<file path="src/rtl/smbus_host_pkg.sv">
package smbus_host_pkg;

    localparam int REG_ADDR_W = 4;
    localparam int NUM_REGS   = 8;

    // register index into the one-hot select vector
    localparam int IDX_STS = 0;
    localparam int IDX_CTL = 1;
    localparam int IDX_CMD = 2;
    localparam int IDX_ADR = 3;
    localparam int IDX_D0  = 4;
    localparam int IDX_D1  = 5;
    localparam int IDX_BLK = 6;
    localparam int IDX_AUX = 7;

    localparam logic [REG_ADDR_W-1:0] REG_OFFS [NUM_REGS] = '{
        4'h0, 4'h2, 4'h3, 4'h4, 4'h5, 4'h6, 4'h7, 4'hD
    };

    // control field positions
    localparam int CTL_IEN   = 0;
    localparam int CTL_KILL  = 1;
    localparam int CTL_PLSB  = 2;
    localparam int CTL_LAST  = 5;
    localparam int CTL_START = 6;
    localparam int CTL_PEC   = 7;

    // status bit positions
    localparam int ST_BUSY   = 0;
    localparam int ST_DONE   = 1;
    localparam int ST_DEVERR = 2;
    localparam int ST_FAILED = 4;

    localparam int AUX_W = 2;

    typedef enum logic [1:0] {
        S_IDLE   = 2'd0,
        S_HOLD   = 2'd1,
        S_LAUNCH = 2'd2,
        S_WAIT   = 2'd3
    } host_state_e;

endpackage

</file>
<file path="src/rtl/smbus_reg_decode.sv">
module smbus_reg_decode
    import smbus_host_pkg::*;
#(
    parameter int ADDR_W = REG_ADDR_W
) (
    input  logic [ADDR_W-1:0]   addr,
    output logic [NUM_REGS-1:0] sel
);

    for (genvar i = 0; i < NUM_REGS; i++) begin : g_sel
        assign sel[i] = (addr == ADDR_W'(REG_OFFS[i]));
    end

endmodule

</file>
<file path="src/rtl/smbus_status_bits.sv">
module smbus_status_bits #(
    parameter int NBITS = 7
) (
    input  logic             clk,
    input  logic             rst_n,
    input  logic             clr_we,
    input  logic [NBITS-1:0] clr_val,
    input  logic [NBITS-1:0] set_val,
    output logic [NBITS-1:0] bits_q
);

    for (genvar i = 0; i < NBITS; i++) begin : g_bit
        always_ff @(posedge clk or negedge rst_n) begin
            if (!rst_n) begin
                bits_q[i] <= 1'b0;
            end else begin
                // a hardware set in the same cycle wins over a software clear
                bits_q[i] <= set_val[i] | (bits_q[i] & ~(clr_we & clr_val[i]));
            end
        end
    end

endmodule

</file>
<file path="src/rtl/smbus_host_fsm.sv">
module smbus_host_fsm
    import smbus_host_pkg::*;
(
    input  logic        clk,
    input  logic        rst_n,
    input  logic        start_req,
    input  logic        kill_req,
    input  logic        ien_now,
    input  logic        sts_rd,
    input  logic        dev_err,
    input  logic        eng_done,
    input  logic        eng_err,
    output host_state_e state_q,
    output logic        busy,
    output logic        launch,
    output logic        block_evt,
    output logic        done_evt,
    output logic        err_evt,
    output logic        kill_evt
);

    host_state_e state_d;
    logic        attempt;

    // next-state
    always_comb begin
        state_d = state_q;
        attempt = 1'b0;
        unique case (state_q)
            S_IDLE: begin
                if (start_req) begin
                    if (ien_now) begin
                        attempt = 1'b1;
                    end else begin
                        state_d = S_HOLD;
                    end
                end
            end
            S_HOLD: begin
                if (start_req) begin
                    if (ien_now) begin
                        attempt = 1'b1;
                    end
                end else if (sts_rd) begin
                    attempt = 1'b1;
                end
            end
            S_LAUNCH: state_d = S_WAIT;
            S_WAIT: begin
                if (eng_done || eng_err) begin
                    state_d = S_IDLE;
                end
            end
            default: state_d = S_IDLE;
        endcase
        if (attempt) begin
            state_d = dev_err ? S_IDLE : S_LAUNCH;
        end
        if (kill_req) begin
            state_d = S_IDLE;
        end
    end

    // state register
    always_ff @(posedge clk or negedge rst_n) begin
        if (!rst_n) begin
            state_q <= S_IDLE;
        end else begin
            state_q <= state_d;
        end
    end

    // outputs
    always_comb begin
        busy      = (state_q != S_IDLE);
        launch    = (state_q == S_LAUNCH);
        block_evt = attempt && dev_err && !kill_req;
        kill_evt  = kill_req;
        err_evt   = (state_q == S_WAIT) && eng_err && !kill_req;
        done_evt  = (state_q == S_WAIT) && eng_done && !eng_err && !kill_req;
    end

endmodule

</file>
<file path="src/rtl/smbus_host_regs.sv">
module smbus_host_regs
    import smbus_host_pkg::*;
#(
    parameter int ADDR_W = REG_ADDR_W
) (
    input  logic              clk,
    input  logic              rst_n,
    input  logic [ADDR_W-1:0] reg_addr,
    input  logic              wr_en,
    input  logic [7:0]        wr_data,
    input  logic              rd_en,
    output logic [7:0]        rd_data,
    output logic              irq,
    output logic              xact_start,
    output logic [2:0]        xact_proto,
    output logic [7:0]        xact_target,
    output logic [7:0]        xact_cmd,
    output logic [15:0]       xact_wdata,
    output logic              xact_pec,
    output logic              xact_last,
    output logic              xact_blkbuf,
    input  logic              xact_done,
    input  logic              xact_err
);

    localparam int STS_W = 8;
    localparam int STK_W = STS_W - 1;

    logic [NUM_REGS-1:0] sel;
    logic [4:0]          ctl_lo_q;
    logic                ctl_last_q;
    logic                ctl_pec_q;
    logic [7:0]          cmd_q, adr_q, d0_q, d1_q, blk_q;
    logic [AUX_W-1:0]    aux_q;
    logic [STK_W-1:0]    sticky_q;
    logic [STK_W-1:0]    set_val;
    logic [STS_W-1:0]    sts_view;
    logic                ctl_wr, sts_wr, sts_rd;
    logic                busy, launch, block_evt, done_evt, err_evt, kill_evt;
    host_state_e         state;

    smbus_reg_decode #(.ADDR_W(ADDR_W)) u_dec (
        .addr (reg_addr),
        .sel  (sel)
    );

    assign ctl_wr = wr_en && sel[IDX_CTL];
    assign sts_wr = wr_en && sel[IDX_STS];
    assign sts_rd = rd_en && !wr_en && sel[IDX_STS];

    smbus_host_fsm u_fsm (
        .clk       (clk),
        .rst_n     (rst_n),
        .start_req (ctl_wr && wr_data[CTL_START]),
        .kill_req  (ctl_wr && wr_data[CTL_KILL]),
        .ien_now   (wr_data[CTL_IEN]),
        .sts_rd    (sts_rd),
        .dev_err   (sticky_q[ST_DEVERR-1]),
        .eng_done  (xact_done),
        .eng_err   (xact_err),
        .state_q   (state),
        .busy      (busy),
        .launch    (launch),
        .block_evt (block_evt),
        .done_evt  (done_evt),
        .err_evt   (err_evt),
        .kill_evt  (kill_evt)
    );

    // hardware set requests for status bits 7:1 (index shifted by one)
    always_comb begin
        set_val                = '0;
        set_val[ST_DONE-1]     = done_evt;
        set_val[ST_DEVERR-1]   = err_evt | block_evt;
        set_val[ST_FAILED-1]   = kill_evt;
    end

    smbus_status_bits #(.NBITS(STK_W)) u_sts (
        .clk     (clk),
        .rst_n   (rst_n),
        .clr_we  (sts_wr),
        .clr_val (wr_data[STS_W-1:1]),
        .set_val (set_val),
        .bits_q  (sticky_q)
    );

    assign sts_view = {sticky_q, busy};

    // plain registers
    always_ff @(posedge clk or negedge rst_n) begin
        if (!rst_n) begin
            ctl_lo_q   <= '0;
            ctl_last_q <= 1'b0;
            ctl_pec_q  <= 1'b0;
            cmd_q      <= '0;
            adr_q      <= '0;
            d0_q       <= '0;
            d1_q       <= '0;
            blk_q      <= '0;
            aux_q      <= '0;
        end else if (wr_en) begin
            if (sel[IDX_CTL]) begin
                ctl_lo_q   <= wr_data[4:0];
                ctl_last_q <= wr_data[CTL_LAST];
                ctl_pec_q  <= wr_data[CTL_PEC];
            end
            if (sel[IDX_CMD]) cmd_q <= wr_data;
            if (sel[IDX_ADR]) adr_q <= wr_data;
            if (sel[IDX_D0])  d0_q  <= wr_data;
            if (sel[IDX_D1])  d1_q  <= wr_data;
            if (sel[IDX_BLK]) blk_q <= wr_data;
            if (sel[IDX_AUX]) aux_q <= wr_data[AUX_W-1:0];
        end
    end

    // read mux: one-hot select, unmapped offsets give zero
    always_comb begin
        rd_data = '0;
        if (rd_en) begin
            rd_data = ({8{sel[IDX_STS]}} & sts_view)
                    | ({8{sel[IDX_CTL]}} & {3'b000, ctl_lo_q})
                    | ({8{sel[IDX_CMD]}} & cmd_q)
                    | ({8{sel[IDX_ADR]}} & adr_q)
                    | ({8{sel[IDX_D0]}}  & d0_q)
                    | ({8{sel[IDX_D1]}}  & d1_q)
                    | ({8{sel[IDX_BLK]}} & blk_q)
                    | ({8{sel[IDX_AUX]}} & {{(8-AUX_W){1'b0}}, aux_q});
        end
    end

    assign irq         = ctl_lo_q[CTL_IEN] && (|sticky_q);
    assign xact_start  = launch;
    assign xact_proto  = ctl_lo_q[4:2];
    assign xact_target = adr_q;
    assign xact_cmd    = cmd_q;
    assign xact_wdata  = {d1_q, d0_q};
    assign xact_pec    = ctl_pec_q | aux_q[0];
    assign xact_last   = ctl_last_q;
    assign xact_blkbuf = aux_q[1];

endmodule

</file>
<file path="config.mk">
export PLATFORM = sky130hd
export DESIGN_NAME = smbus_host_regs
export DESIGN_NICKNAME = d
export VERILOG_FILES = /design/src/rtl/smbus_host_pkg.sv /design/src/rtl/smbus_reg_decode.sv /design/src/rtl/smbus_status_bits.sv /design/src/rtl/smbus_host_fsm.sv /design/src/rtl/smbus_host_regs.sv
export SDC_FILE = /design/constraint.sdc
export NUM_CORES = 1
export LEC_CHECK = 0
export ABC_AREA = 1
export BUFFER_PORTS_ARGS = -buffer_cell sky130_fd_sc_hd__buf_4
export CAP_MARGIN = 10
export CORE_MARGIN = 2
export CORE_UTILIZATION = 40
export CTS_CLUSTER_DIAMETER = 150
export DETAILED_ROUTE_END_ITERATION = 10
export HOLD_SLACK_MARGIN = 0.15
export SYNTH_ARGS = -nofsm -noshare
export SYNTH_HDL_FRONTEND = slang
export SYNTH_SLANG_ARGS = --single-unit
</file>
<file path="constraint.sdc">
create_clock -name clk -period 1.7 [get_ports clk]
set_clock_uncertainty 0.15 [all_clocks]
set_input_delay 0 -clock clk [delete_from_list [all_inputs] [get_ports clk]]
set_output_delay 0 -clock clk [all_outputs]
set_load 0.005 [all_outputs]
</file>
==> flow_summary_export.csv <==
group,metric,value,unit
finish,instances_no_fill,543,
power_and_ir_drop,power_frac_clock,29.5,%
min_path,hold_class,"in2reg",
power_and_ir_drop,p_sw,1.309,mW
place,gp_congestion,0.8900,
grt,grt_pass1_vias,2617,
sta,finalSetupViolCount,0,
die,num_rows,30,
drt,drt_iter0_drc,254,
grt,track_usage,24.67,%
clock_network,cts_buffer_depth,2,
critical_path,path_depth,6,
place,placed_cells,497,
grt,grt_max_degree,59,
drt,wirelength,8814,um
synthesis,async_reset_ff_share,100.0,%
critical_path,crit_type,"in2reg",
drt,vias,2688,
drt,ant_nets,0,
flow_run,maxCapViolCount,0,
finish,drive_gt1_share,24.83,%
synthesis,synth_common_cells,"97 x nand2_1, 58 x dfrtp_1, 41 x o21ai_0, 32 x inv_1, 16 x nor2_1",
sta,period_minus_slack,1611,ps
die,coreArea,6832,sq um
synthesis,synthFlopType,"dfrtp_1",
clock_network,numClockSinks,58,
synthesis,synth.area.top_cells,"dfrtp_1 51%, nand2_1 13%, o21ai_0 7.3%, inv_1 4.2%, a21oi_1 2.3%",
drt,route.detailed.drc,0,
sta,fmaxAchievable,620.7,MHz
synthesis,synth_warnings,0,
place,port_buffers,65,
synthesis,yosysTopAreaCellShare,51.30,%
critical_path,timing.rr.start,"u_fsm.state_q[0]",
critical_path,cpMostUsedCell,"dlygate4sd3_1",
clock_network,clockRootBuffer,"clkbuf_8",
critical_path,crit_path_max_fanout,5,
power_and_ir_drop,switching_share,31.15,%
synthesis,synth_edf_count,0,
synthesis,yosysUniqueCellTypes,27,
clock_network,clk_pin_slew,70,ps
power_and_ir_drop,pwr_density_cell,1086,nW/um^2
place,dpl_cell_area,3382,sq um
outcome,status,"finished, final reports clean",
place,dp_hpwl,6038,um
drt,routedWlPerCell,16.23,um
critical_path,slowest_stage,"dlygate4sd3_1",
power_and_ir_drop,p_leak,1.858,nW
sta,max_slew_margin,49.51,%
drt,viasPerCell,4.950,
grt,antenna_found_initial,0,
clock_network,clk_latency,350,ps
sta,hold_viol_final,0,
finish,num-fill-cells,688,
grt,grt-ovfl-total,0,
critical_path,worst_r2r_path_depth,5,
synthesis,avgSynthCellArea,8.224,sq um
critical_path,required,1780,ps
die,fp.dieW,88.10,um
grt,grt_pass1_wl,13970,um
clock_network,hold_buffers,30,
clock_network,htree_levels,3,
critical_path,arrival,1690,ps
critical_path,cp-startpoint,"wr_en",
critical_path,endpoint_kind,"register",
min_path,holdPathStages,6,
finish,antenna_cells,0,
clock_network,cts_tree,"yes",
synthesis,synth_nets,362,
clock_network,cts_buffers,9,
sta,worst_pin_slew,757.4,ps
power_and_ir_drop,seq_power_share,46.7,%
synthesis,synth.most_common_cell,"nand2_1",
die,dieArea,7761,sq um
critical_path,cpPeakStageDelay,580,ps
critical_path,reg2reg_slack,120,ps
synthesis,yosysSeqAreaShare,51.30,%
critical_path,critPathBufInv,4,
sta,maxSlewViolCount,0,
clock_network,cts_resized,0,
synthesis,synth.largest_area_cell,"dfrtp_1",
clock_network,post_cts_buffers,0,
drt,first_pass_iters,4,
critical_path,r2r_end,"u_sts.bits_q[0]",
synthesis,synth-seq-cells,58,
synthesis,syn_area,2829,sq um
die,die-height,88.10,um
die,initial_core_util,41.41,%
critical_path,cp_top_family,"buffers and inverters",
finish,final_cell_area,3869,sq um
sta,hold_ws,161.2,ps
power_and_ir_drop,combPwrFrac,23.8,%
sta,rsz0062_at_grt,"false",
power_and_ir_drop,intPower,2.893,mW
power_and_ir_drop,ir_worst_vdd,0.0006204,V
synthesis,syn_inst,344,
critical_path,cp-start-kind,"input pin",
finish,final_nets,460,
critical_path,endpoint,"u_sts.bits_q[2]",
sta,period_share,94.77,%
die,io_pins,66,
sta,setup_tns,0,ps
finish,syn_to_final_growth,36.75,%
critical_path,crit_chain,"buf_4 -> inv_1 -> dlygate4sd3_1 -> nor2_2 -> a21oi_1 -> dlygate4sd3_1",
## registers in the layout, summed over array words and instances (netlist names)
register       flops
aux_q              2
d1_q               8
xact_last          1
xact_cmd           8
blk_q              8
u_sts.bits_q       7
ctl_lo_q           5
ctl_pec_q          1
d0_q               8
xact_target        8
u_fsm.state_q      2
## area by class of cell
type                            count  area (sq um)  share of cell area (%)
Clock inverter                      5         55.05                   1.423
Inverter                           37         138.9                   3.590
Timing Repair Buffer               97         803.3                   20.76
Sequential cell                    58          1451                   37.52
Clock buffer                       11         131.4                   3.396
Multi-Input combinational cell    239          1169                   30.21
Tap cell                           96         120.1                   3.105
## cell usage in the layout, fill, tap and decap left out, drive strengths merged, types with 11 or more instances in the layout
cell | netlist | routed
a21oi | 13 | 13
buf | 10 | 67
clkbuf | 0 | 11
dfrtp | 58 | 58
dlygate4sd3 | 0 | 30
inv | 37 | 37
nand2 | 105 | 105
nand3 | 12 | 12
nor2 | 24 | 24
o21ai | 61 | 61
## logic make-up (layout without fill, tap and decap cells)
| kind of cell | count (synthesis) | after routing | share of synthesized area [%] |
|---|---|---|---|
| buf+inv | 47 | 150 | 7.386 |
| compound gates | 81 | 81 | 15.88 |
| flops | 58 | 58 | 51.30 |
| simple gates | 158 | 158 | 25.43 |
## power by group through the flow
stage	combinational [mW]	sequential (mW)	clock, mW
2_1_floorplan	0.439	1.91	0
3_3_place_gp	0.918	1.98	0
3_5_place_dp	0.934	1.98	0
4_1_cts	1.01	1.96	1.25
5_1_grt	1.13	2.00	1.32
6_report	0.999	1.96	1.24
## stage by stage
stage | setup WS (ps) | total power, mW | utilization [%]
6_report | 88.87 | 4.202 | 56.63
5_1_grt | 5.070 | 4.441 | 56.63
4_1_cts | 119.2 | 4.214 | 56.63
3_5_place_dp | 189.2 | 2.911 | 49.51
3_3_place_gp | 221.6 | 2.895 | 49.51
2_1_floorplan | 522.4 | 2.353 | -
## worst min-delay path: cells and delay by family
kind                   cells  cell delay [ps]
AOI/OAI and AO/OA          1               80
buffers and inverters      2              190
and+or+nand+nor            3              340
## how the worst min path moves through the flow
| stage | endpoint | slack [ps] | start |
|---|---|---|---|
| floorplan | aux_q[0] | -450 | rst_n |
| CTS | xact_cmd[1] | 150 | reg_addr[3] |
| global placement | u_sts.bits_q[4] | -20 | rst_n |
| detailed placement | u_sts.bits_q[4] | -30 | rst_n |
| finish | xact_cmd[1] | 160 | reg_addr[3] |
| global route | xact_cmd[2] | 210 | reg_addr[3] |
## metal layers
metal	GRT usage, %	routed length, um	up-vias
li1	-	-	1321
met1	35.59	3948	1254
met2	36.43	4048	101
met3	6.032	666	12
met4	8.540	150	0
met5	0	0	-
No activity file was read; power rests on OpenSTA's default activity.
